**src/rtl/srd_pkg.sv**
```systemverilog
package srd_pkg;
  typedef enum logic [1:0] {
    ST_IDLE,
    ST_SHIFT,
    ST_CONV,
    ST_LOST
  } srd_state_e;
endpackage

```
**src/rtl/srd_sync.sv**
```systemverilog
module srd_sync #(
  parameter int unsigned W       = 1,
  parameter logic [W-1:0] RST_VAL = '0
) (
  input  logic         clk_i,
  input  logic         rst_ni,
  input  logic [W-1:0] d_i,
  output logic [W-1:0] q_o
);
  for (genvar g = 0; g < W; g++) begin : g_bit
    logic [1:0] stg;
    always_ff @(posedge clk_i or negedge rst_ni) begin
      if (!rst_ni) stg <= {2{RST_VAL[g]}};
      else         stg <= {stg[0], d_i[g]};
    end
    assign q_o[g] = stg[1];
  end
endmodule

```
**src/rtl/srd_edge.sv**
```systemverilog
module srd_edge #(
  parameter logic RST_VAL = 1'b0
) (
  input  logic clk_i,
  input  logic rst_ni,
  input  logic lvl_i,
  output logic rise_o,
  output logic fall_o
);
  logic prev;
  always_ff @(posedge clk_i or negedge rst_ni) begin
    if (!rst_ni) prev <= RST_VAL;
    else         prev <= lvl_i;
  end
  assign rise_o = lvl_i & ~prev;
  assign fall_o = ~lvl_i & prev;
endmodule

```
**src/rtl/srd_cs_qual.sv**
```systemverilog
module srd_cs_qual #(
  parameter int unsigned HOLD_CYC = 6
) (
  input  logic clk_i,
  input  logic rst_ni,
  input  logic sel_n_i,
  output logic act_o,
  output logic on_o,
  output logic off_o
);
  localparam int unsigned CW = $clog2(HOLD_CYC + 1);

  logic          lvl;
  logic [CW-1:0] cnt;

  // level must differ for HOLD_CYC consecutive cycles before it is taken
  always_ff @(posedge clk_i or negedge rst_ni) begin
    if (!rst_ni) begin
      lvl   <= 1'b1;
      cnt   <= '0;
      on_o  <= 1'b0;
      off_o <= 1'b0;
    end else begin
      on_o  <= 1'b0;
      off_o <= 1'b0;
      if (sel_n_i != lvl) begin
        if (cnt == CW'(HOLD_CYC - 1)) begin
          lvl   <= sel_n_i;
          cnt   <= '0;
          on_o  <= ~sel_n_i;
          off_o <= sel_n_i;
        end else begin
          cnt <= cnt + CW'(1);
        end
      end else begin
        cnt <= '0;
      end
    end
  end

  assign act_o = ~lvl;
endmodule

```
**src/rtl/serial_readout_ctrl.sv**
```systemverilog
module serial_readout_ctrl #(
  parameter int unsigned DATA_W      = 10,
  parameter int unsigned QUAL_CYC    = 6,
  parameter int unsigned SYNC_TO_CYC = 40,
  parameter int unsigned SAMPLE_EDGE = 3,
  parameter int unsigned CONV_EDGE   = 10,
  parameter int unsigned LAST_EDGE   = 16
) (
  input  logic              clk_i,
  input  logic              rst_ni,
  input  logic              cs_ni,
  input  logic              ioclk_i,
  input  logic [DATA_W-1:0] result_i,
  input  logic              conv_done_i,
  output logic              dout_o,
  output logic              dout_oe_o,
  output logic              sample_en_o,
  output logic              conv_start_o,
  output logic              sync_lost_o
);
  import srd_pkg::*;

  localparam int unsigned CNT_W = $clog2(LAST_EDGE + 1);
  localparam int unsigned TMR_W = $clog2(SYNC_TO_CYC + 1);

  logic [1:0] sync_q;
  logic       cs_act, cs_on, cs_off;
  logic       io_rise, io_fall;

  srd_sync #(.W(2), .RST_VAL(2'b01)) u_sync (
    .clk_i (clk_i),
    .rst_ni(rst_ni),
    .d_i   ({ioclk_i, cs_ni}),
    .q_o   (sync_q)
  );

  srd_cs_qual #(.HOLD_CYC(QUAL_CYC)) u_qual (
    .clk_i  (clk_i),
    .rst_ni (rst_ni),
    .sel_n_i(sync_q[0]),
    .act_o  (cs_act),
    .on_o   (cs_on),
    .off_o  (cs_off)
  );

  srd_edge #(.RST_VAL(1'b0)) u_ioedge (
    .clk_i (clk_i),
    .rst_ni(rst_ni),
    .lvl_i (sync_q[1]),
    .rise_o(io_rise),
    .fall_o(io_fall)
  );

  srd_state_e        state;
  logic [CNT_W-1:0]  cnt;
  logic [TMR_W-1:0]  tmr;
  logic [DATA_W-1:0] shreg;
  logic              busy, tail, sample_q, start_q, lost_q;
  logic              reload;

  // continuous select: reload once converter is idle and the frame is done
  assign reload = !busy && (!tail || cnt == CNT_W'(LAST_EDGE));

  always_ff @(posedge clk_i or negedge rst_ni) begin
    if (!rst_ni) begin
      state    <= ST_IDLE;
      cnt      <= '0;
      tmr      <= '0;
      shreg    <= '0;
      busy     <= 1'b0;
      tail     <= 1'b0;
      sample_q <= 1'b0;
      start_q  <= 1'b0;
      lost_q   <= 1'b0;
    end else begin
      start_q <= 1'b0;
      if (conv_done_i) busy <= 1'b0;
      if (cs_off) begin
        state    <= ST_IDLE;
        cnt      <= '0;
        shreg    <= '0;
        tail     <= 1'b0;
        sample_q <= 1'b0;
        lost_q   <= 1'b0;
      end else if (cs_on) begin
        state    <= ST_SHIFT;
        cnt      <= '0;
        shreg    <= result_i;
        tail     <= 1'b0;
        sample_q <= 1'b0;
        lost_q   <= 1'b0;
      end else begin
        unique case (state)
          ST_SHIFT: begin
            if (io_fall) begin
              cnt <= cnt + CNT_W'(1);
              if (cnt == CNT_W'(CONV_EDGE - 1)) begin
                shreg    <= '0;
                sample_q <= 1'b0;
                start_q  <= 1'b1;
                busy     <= 1'b1;
                tmr      <= '0;
                state    <= ST_CONV;
              end else begin
                shreg <= {shreg[DATA_W-2:0], 1'b0};
                if (cnt == CNT_W'(SAMPLE_EDGE - 1)) sample_q <= 1'b1;
              end
            end
          end
          ST_CONV: begin
            if (reload) begin
              state <= ST_SHIFT;
              cnt   <= '0;
              shreg <= result_i;
              tail  <= 1'b0;
            end else begin
              if (tmr != TMR_W'(SYNC_TO_CYC)) tmr <= tmr + TMR_W'(1);
              if (io_rise && !tail) begin
                if (tmr == TMR_W'(SYNC_TO_CYC)) begin
                  state  <= ST_LOST;
                  lost_q <= 1'b1;
                end else begin
                  tail <= 1'b1;
                end
              end
              if (io_fall && cnt != CNT_W'(LAST_EDGE)) cnt <= cnt + CNT_W'(1);
            end
          end
          default: ;
        endcase
      end
    end
  end

  assign dout_o       = shreg[DATA_W-1];
  assign dout_oe_o    = (state != ST_IDLE);
  assign sample_en_o  = sample_q;
  assign conv_start_o = start_q;
  assign sync_lost_o  = lost_q;
endmodule

```
**config.mk**
```make
export PLATFORM = sky130hd
export DESIGN_NAME = serial_readout_ctrl
export DESIGN_NICKNAME = d
export VERILOG_FILES = /design/src/rtl/srd_pkg.sv /design/src/rtl/srd_sync.sv /design/src/rtl/srd_edge.sv /design/src/rtl/srd_cs_qual.sv /design/src/rtl/serial_readout_ctrl.sv
export SDC_FILE = /design/constraint.sdc
export NUM_CORES = 1
export LEC_CHECK = 0
export CAP_MARGIN = 0
export CORE_MARGIN = 3
export CORE_UTILIZATION = 65
export CTS_BUF_LIST = sky130_fd_sc_hd__clkbuf_4 sky130_fd_sc_hd__clkbuf_8
export DETAILED_ROUTE_END_ITERATION = 6
export DONT_BUFFER_PORTS = 1
export GPL_TIMING_DRIVEN = 0
export HOLD_SLACK_MARGIN = 0.03
export PLACE_DENSITY = 0.88
export SYNTH_ARGS = -nofsm -noshare
export SYNTH_HDL_FRONTEND = slang
export SYNTH_HIERARCHICAL = 1
export SYNTH_SLANG_ARGS = --single-unit
```
**constraint.sdc**
```tcl
create_clock -name clk_i -period 2.6 [get_ports clk_i]
set_clock_uncertainty 0.2 [all_clocks]
set_input_delay 0.26 -clock clk_i [delete_from_list [all_inputs] [get_ports clk_i]]
set_output_delay 0.26 -clock clk_i [all_outputs]
set_load 0.01 [all_outputs]
```
==> results of run 1 <==
power by group through the flow:
stage	Clock, mW	Combinational, mW	Sequential [mW]
finish	0.434	1.18	0.956
global route	0.467	1.32	0.980
CTS	0.439	1.16	0.950
detailed placement	0	1.11	0.960
global placement	0	1.04	0.938
floorplan	0	0.907	0.914
logic make-up after synthesis:
group / Yosys count / synth area share [%]
multiplexers: 6 / 3.216
buffers and inverters: 21 / 4.391
AND/OR/NAND/NOR: 75 / 21.46
flip-flops: 39 / 48.42
XOR/XNOR: 1 / 0.4330
AO/OA/AOI/OAI: 48 / 16.51
adder cells (fa/ha/maj): 9 / 5.566
per-layer routing:
metal | GRT usage (%) | vias to the layer above | wire, um
met5 | 0 | - | 0
met2 | 43.35 | 76 | 2123
met1 | 32.66 | 771 | 1711
li1 | - | 748 | -
met4 | 13.94 | 0 | 161
met3 | 7.438 | 20 | 271
synthesized netlist by cell type (all sizes together) (2+ instances only):
cell     instances  area, um^2
inv             14       52.55
a2bb2oi          2       23.77
and4bb           2       28.78
ha               9       112.6
nand4            3       33.78
a21boi           3       22.52
nor2b            3       18.77
clkbuf           3       11.26
mux2i            2       20.02
dfstp            3       78.83
nor2            25       96.35
nand3b           2       15.01
nor3             5       30.03
o211ai           2       33.78
nand2b           3       18.77
a22oi            9       67.56
nand3           10       50.05
mux2             4       45.04
dfrtp           36       900.9
o21ai            8       43.79
nand4bb          2       22.52
a21oi           17       85.08
or3b             2       17.52
buf              4       25.02
or3              3       18.77
nand2            8       32.54
state kept, by name, indices dropped and copies added (netlist names):
signal            count
busy                  1
cnt                   5
conv_start_o          1
sample_en_o           1
shreg                10
state                 2
sync_lost_o           1
tail                  1
tmr                   6
u_ioedge/prev         1
u_qual/cnt            3
u_qual/lvl            1
u_qual/off_o          1
u_qual/on_o           1
u_sync/g_bit.stg      4
critical path, stage by stage, from the launching register on:
cell,delay (ps)
dfrtp_1,430
inv_1,120
ha_1,170
and4bb_2,260
nand3_1,200
nor3_1,510
nor2_1,110
mux2_2,280
area by class of cell:
class | count | area, um^2
Clock inverter | 2 | 35.03
Clock buffer | 6 | 51.30
Multi-Input combinational cell | 139 | 954.7
Buffer | 7 | 36.28
Inverter | 14 | 52.55
Fill cell | 174 | 544.3
Timing Repair Buffer | 15 | 160.2
Tap cell | 31 | 38.79
Sequential cell | 39 | 979.7
cells in the final DEF (no fill, tap or decap), types with 3 or more instances in the layout:
cell           netlist  layout
nor2b_1              3       3
a21oi_1             17      17
or3_1                3       3
ha_1                 9       9
mux2_2               4       4
dfstp_2              3       3
nor3_1               4       4
dfrtp_1             36      36
a21boi_0             3       3
clkbuf_4             0       5
a22oi_1              9       9
nand3_1             10      10
clkbuf_1             3       3
inv_1               14      14
o21ai_0              7       7
nand2_1              7       7
nor2_1              24      24
dlygate4sd3_1        0      14
nand2b_1             3       3
path summary, 6_finish.rpt:
| path | from | cells past startpoint | to | slack (ps) |
|---|---|---|---|---|
| worst min register to register | u_sync/g_bit[0].stg[0] | 0 | u_sync/g_bit[0].stg[1] | 170 |
| worst max-delay path | cnt[1] | 7 | tmr[2] | 220 |
| worst max register to register | cnt[1] | 7 | tmr[2] | 220 |
| worst min-delay path | rst_ni | 2 | cnt[4] | 140 |
| min in group clk_i | u_sync/g_bit[0].stg[0] | 0 | u_sync/g_bit[0].stg[1] | 170 |
| max in group asynchronous | rst_ni | 2 | u_qual/lvl | 1800 |
==> run summary, run 1 <==
crit path kind - flip-flop to flip-flop
First-pass DRT Iterations - 5
Hold Fails Final Rpt - 0
final setup fails - 0
post-route setup slack - 219.4 ps
root buffer cell - clkbuf_4
initial antenna violation count - 0
relative slew slack - 58.20%
final-report max-slew violation count - 0
Ys Warns - 6
Worst Path Max Fanout - 5
Remaining Overflow, GRT - 0
CP startpoint kind - flip-flop
row cnt - 19
Tmin final - 2381 ps
RD Place Congestion - 0.8480
number of global-route vias before repair - 1635
area added between synthesis and finish - 14.10%
Starting Density - 70.92%
sequential group share of total power - 37.2%
final cell count without fillers - 253
Post-DP Area - 2062 um^2
post-CTS resize count - 0
Fin Setup TNS - 0 ps
Critical Path AT - 2440 ps
Total Power - 2.573 mW
NumNets Final - 245
sw frac - 41.32%
first-pass GRT wire length - 7.320 mm
Worst Hold Class - input pin to async pin
CTS tree - done
Worst-Skew Late Latency - 360 ps
P_int - 1.510 mW
Cells after Synth - 199
Die ar. - 3818 um^2
Leak - 1.015 nW
Detail Placement HPWL - 2.831 mm
Cells after DPL - 230
Antenna Violating Nets Remaining - 0
mapped cell area - 2023 um^2
DR WL/cell - 16.87 um
peak supply drop - 920.9 uV
Vias - 1615
Post-Syn Area per Cell - 10.17 um^2
combinational cell fraction of total power - 46.0%
crit path capture type - flip-flop
# diodes - 0
Yosys reg bits - 39
Die Y - 61.79 um
# DRC - 0
Die Wd - 61.79 um
FFs w/ async S/R, synth - 100.0%
status - finished clean
max-cap viol count - 0
RSZ-0062 raised after global routing - no
max frequency - 0.4201 GHz
Design Area, Final - 2308 um^2
part of the cycle the worst path needs - 91.56%
cts bufs inserted - 5
worst hold slack - 138.6 ps
layout cells sized above 1 - 15.32%
initial drt markers - 111
core box area - 2853 um^2
CTS Buffer Depth - 2
Netlist cell types - 51
syn nets - 223
number of synthesized flops with an enable pin - 0
largest net degree at the start of global routing - 40
worst slew pin tran - 623.6 ps
CTS HTree Levels - 2
Top Ports - 20
overall global routing resource usage - 26.77%
Vias/cell - 6.383
pwr dens - 1115 nW/um^2
PortBufs - 0
Net Switching - 1.063 mW
worst slack, placed - 299.9 ps
Util after Layout - 80.92%
Post-Route WL - 4.267 mm
post-CTS setup buffer count - 0
Clock Power Share - 16.9%
sequential area share after synthesis - 48.42%
clock transition at the registers of the reported paths - 120 ps
hold buffers post-CTS - 15
total clock sinks - 39
Worst EP required - 2660 ps
Synth Flop Type - dfrtp_1
No activity file was read; power rests on OpenSTA's default activity.
==> inputs of run 2 (changes only) <==
- CAP_MARGIN: 0 -> 10
- SYNTH_HIERARCHICAL: 1 -> default
==> run summary, run 2 <==
status - finished clean
initial antenna violation count - 0 (unchanged)
area leader, netlist - dfrtp_1
max-cap viol count - 0 (unchanged)
worst slew pin tran - 647.5 ps (+23.94 ps)
sequential group share of total power - 36.8% (-0.4 points)
RR Endpoint - shreg[2]
Cells after DPL - 239 (+3.9%)
reg2reg start - state[0]
first-pass GRT wire length - 8.162 mm (+12%)
max FFs per register - 10 (unchanged)
Die Wd - 62.24 um (+0.72%)
CTS tree - done
Vias/cell - 6.286 (-1.5%)
Net Switching - 1.098 mW (+3.3%)
CP startpoint kind - flip-flop
row cnt - 19 (unchanged)
Detail Placement HPWL - 2.981 mm (+5.3%)
Top reg by flops - shreg
Worst Setup SP - state[0]
Reg2Reg Setup Slack - 250 ps (+30 ps)
core box area - 2877 um^2 (+0.83%)
final-report max-slew violation count - 0 (unchanged)
First-pass DRT Iterations - 7 (+2)
Ys Warns - 0 (-6)
path depth of the worst reg2reg path - 7 (unchanged)
RSZ-0062 raised after global routing - no
cts bufs inserted - 5 (unchanged)
Remaining Overflow, GRT - 0 (unchanged)
Synth top area share - 43.82% (-0.70 points)
CTS HTree Levels - 2 (unchanged)
Top Ports - 20 (unchanged)
root buffer cell - clkbuf_4
number of synthesized flops with an enable pin - 0 (unchanged)
Fin Setup TNS - 0 ps (unchanged)
NumNets Final - 243 (-0.82%)
top cells by area, synth - dfrtp_1 (44%), ha_1 (5.5%), nand2_1 (4.9%), dfstp_2 (3.8%), o21ai_1 (3.2%)
combinational cell fraction of total power - 47.1% (+1.1 points)
Design Area, Final - 2355 um^2 (+2.0%)
# DRC - 0 (unchanged)
largest net degree at the start of global routing - 40 (unchanged)
layout cells sized above 1 - 12.27% (-3.0 points)
Antenna Violating Nets Remaining - 0 (unchanged)
Worst Path Max Fanout - 10 (+5)
Worst Hold Class - flip-flop to flip-flop
biggest regs - shreg (10), tmr (6), cnt (5)
worst hold slack - 165.7 ps (+27.11 ps)
Tmin final - 2355 ps (-25.94 ps)
number of global-route vias before repair - 1777 (+8.7%)
Critical Path End - shreg[2]
CTS Buffer Depth - 2 (unchanged)
part of the cycle the worst path needs - 90.57% (-1.0 points)
mapped cell area - 2056 um^2 (+1.6%)
Yosys reg bits - 39 (unchanged)
Die Y - 62.24 um (+0.72%)
area added between synthesis and finish - 14.55%
FFs w/ async S/R, synth - 100.0% (unchanged)
worst slack, placed - 384.1 ps (+84.19 ps)
clock transition at the registers of the reported paths - 100 ps (-20 ps)
DR WL/cell - 17.49 um (+3.7%)
Starting Density - 71.47% (+0.54 points)
final cell count without fillers - 262 (+3.6%)
# diodes - 0 (unchanged)
Critical Path AT - 2400 ps (-40 ps)
post-CTS resize count - 0 (unchanged)
Worst EP required - 2640 ps (-20 ps)
most common cell after layout, fill and taps aside - dfrtp_1
Netlist cell types - 53 (+3.9%)
RD Place Congestion - 0.8641 (+1.9%)
Post-Route WL - 4.583 mm (+7.4%)
initial drt markers - 104 (-6.3%)
Die ar. - 3873 um^2 (+1.4%)
overall global routing resource usage - 26.33% (-0.44 points)
relative slew slack - 56.67% (-1.5 points)
total clock sinks - 39 (unchanged)
post-CTS setup buffer count - 0 (unchanged)
top post-synthesis cells by count - dfrtp_1 (36), nand2_1 (27), o21ai_1 (13)
P_int - 1.514 mW (+0.25%)
PortBufs - 0 (unchanged)
Worst-Skew Late Latency - 330 ps (-30 ps)
max frequency - 0.4247 GHz (+1.1%)
Hold Fails Final Rpt - 0 (unchanged)
Post-DP Area - 2108 um^2 (+2.2%)
most frequent cell after synthesis - dfrtp_1
sw frac - 42.05% (+0.72 points)
post-route setup slack - 245.3 ps (+25.94 ps)
final setup fails - 0 (unchanged)
Vias - 1647 (+2.0%)
crit path kind - flip-flop to flip-flop
pwr dens - 1109 nW/um^2 (-0.49%)
syn nets - 221 (-0.90%)
most frequent cells in the layout - dfrtp_1 (36), nand2_1 (27), dlygate4sd3_1 (14)
Leak - 1.036 nW (+2.1%)
Synth Flop Type - dfrtp_1
Cells after Synth - 197 (-1.0%)
hold buffers post-CTS - 15 (unchanged)
Post-Syn Area per Cell - 10.44 um^2 (+2.6%)
Clock Power Share - 16.0% (-0.9 points)
sequential area share after synthesis - 47.66% (-0.77 points)
crit path capture type - flip-flop
peak supply drop - 770.7 uV (-16%)
==> run 2: how the worst min path moves through the flow <==
| stage | start | endpoint | slack (ps) | cells past startpoint |
|---|---|---|---|---|
| after floorplan | rst_ni | busy | -240 | 0 |
| after global placement | rst_ni | shreg[8] | -230 | 0 |
| after detailed placement | rst_ni | shreg[8] | -230 | 0 |
| after CTS | rst_ni | tmr[4] | 170 | 2 |
| after global routing | u_sync.g_bit[0].stg[0] | u_sync.g_bit[0].stg[1] | 170 | 0 |
| final | u_sync.g_bit[0].stg[0] | u_sync.g_bit[0].stg[1] | 170 | 0 |
==> run 2: cell type report <==
class | instances | area (um^2)
multi-input combinational | 144 | 1012
sequential | 39 | 979.7
fill | 165 | 521.8
timing repair buffer | 15 | 160.2
tap | 42 | 52.55
clock buffer | 6 | 51.30
clock inverter | 2 | 35.03
buffer | 6 | 33.78
inverter | 8 | 30.03
==> run 2: cells by family after synthesis <==
logic type	count (synthesis)	synth area share, %
adder cells (fa/ha/maj)	9	5.478
AND/OR/NAND/NOR	83	23.43
flip-flops	39	47.66
XOR/XNOR	1	0.4261
buffers and inverters	14	3.104
multiplexers	5	2.617
AO/OA/AOI/OAI	46	17.29
==> run 2: power groups by stage <==
stage               logic (mW)  clock network [mW]  registers, mW
floorplan                0.927                   0          0.921
global placement          1.07                   0          0.945
detailed placement        1.14                   0          0.962
CTS                       1.19               0.423          0.951
global route              1.37               0.456          0.985
finish                    1.23               0.419          0.961
==> run 2: layer usage <==
layer / vias to the layer above / global-route usage, % / share of wire [%] / wire length (um)
li1: 763 / - / - / -
met1: 802 / 28.76 / 37 / 1715
met2: 70 / 49.87 / 55 / 2513
met3: 12 / 5.405 / 5.8 / 266
met4: 0 / 9.669 / 1.9 / 87
met5: - / 0 / 0 / 0
==> run 2: stage by stage <==
step	power, mW	utilization (%)
after floorplan	1.848	-
after global placement	2.014	73.29
after detailed placement	2.102	73.29
after CTS	2.567	81.86
after global routing	2.810	81.86
final	2.612	81.86
==> run 2: worst max-delay path, stage by stage (launching register included) <==
cell and delay (ps):
dfrtp_1 410, inv_1 100, ha_1 190, clkbuf_1 340
nor2_1 130, nor2_1 520, a22oi_1 210, o21ai_1 180
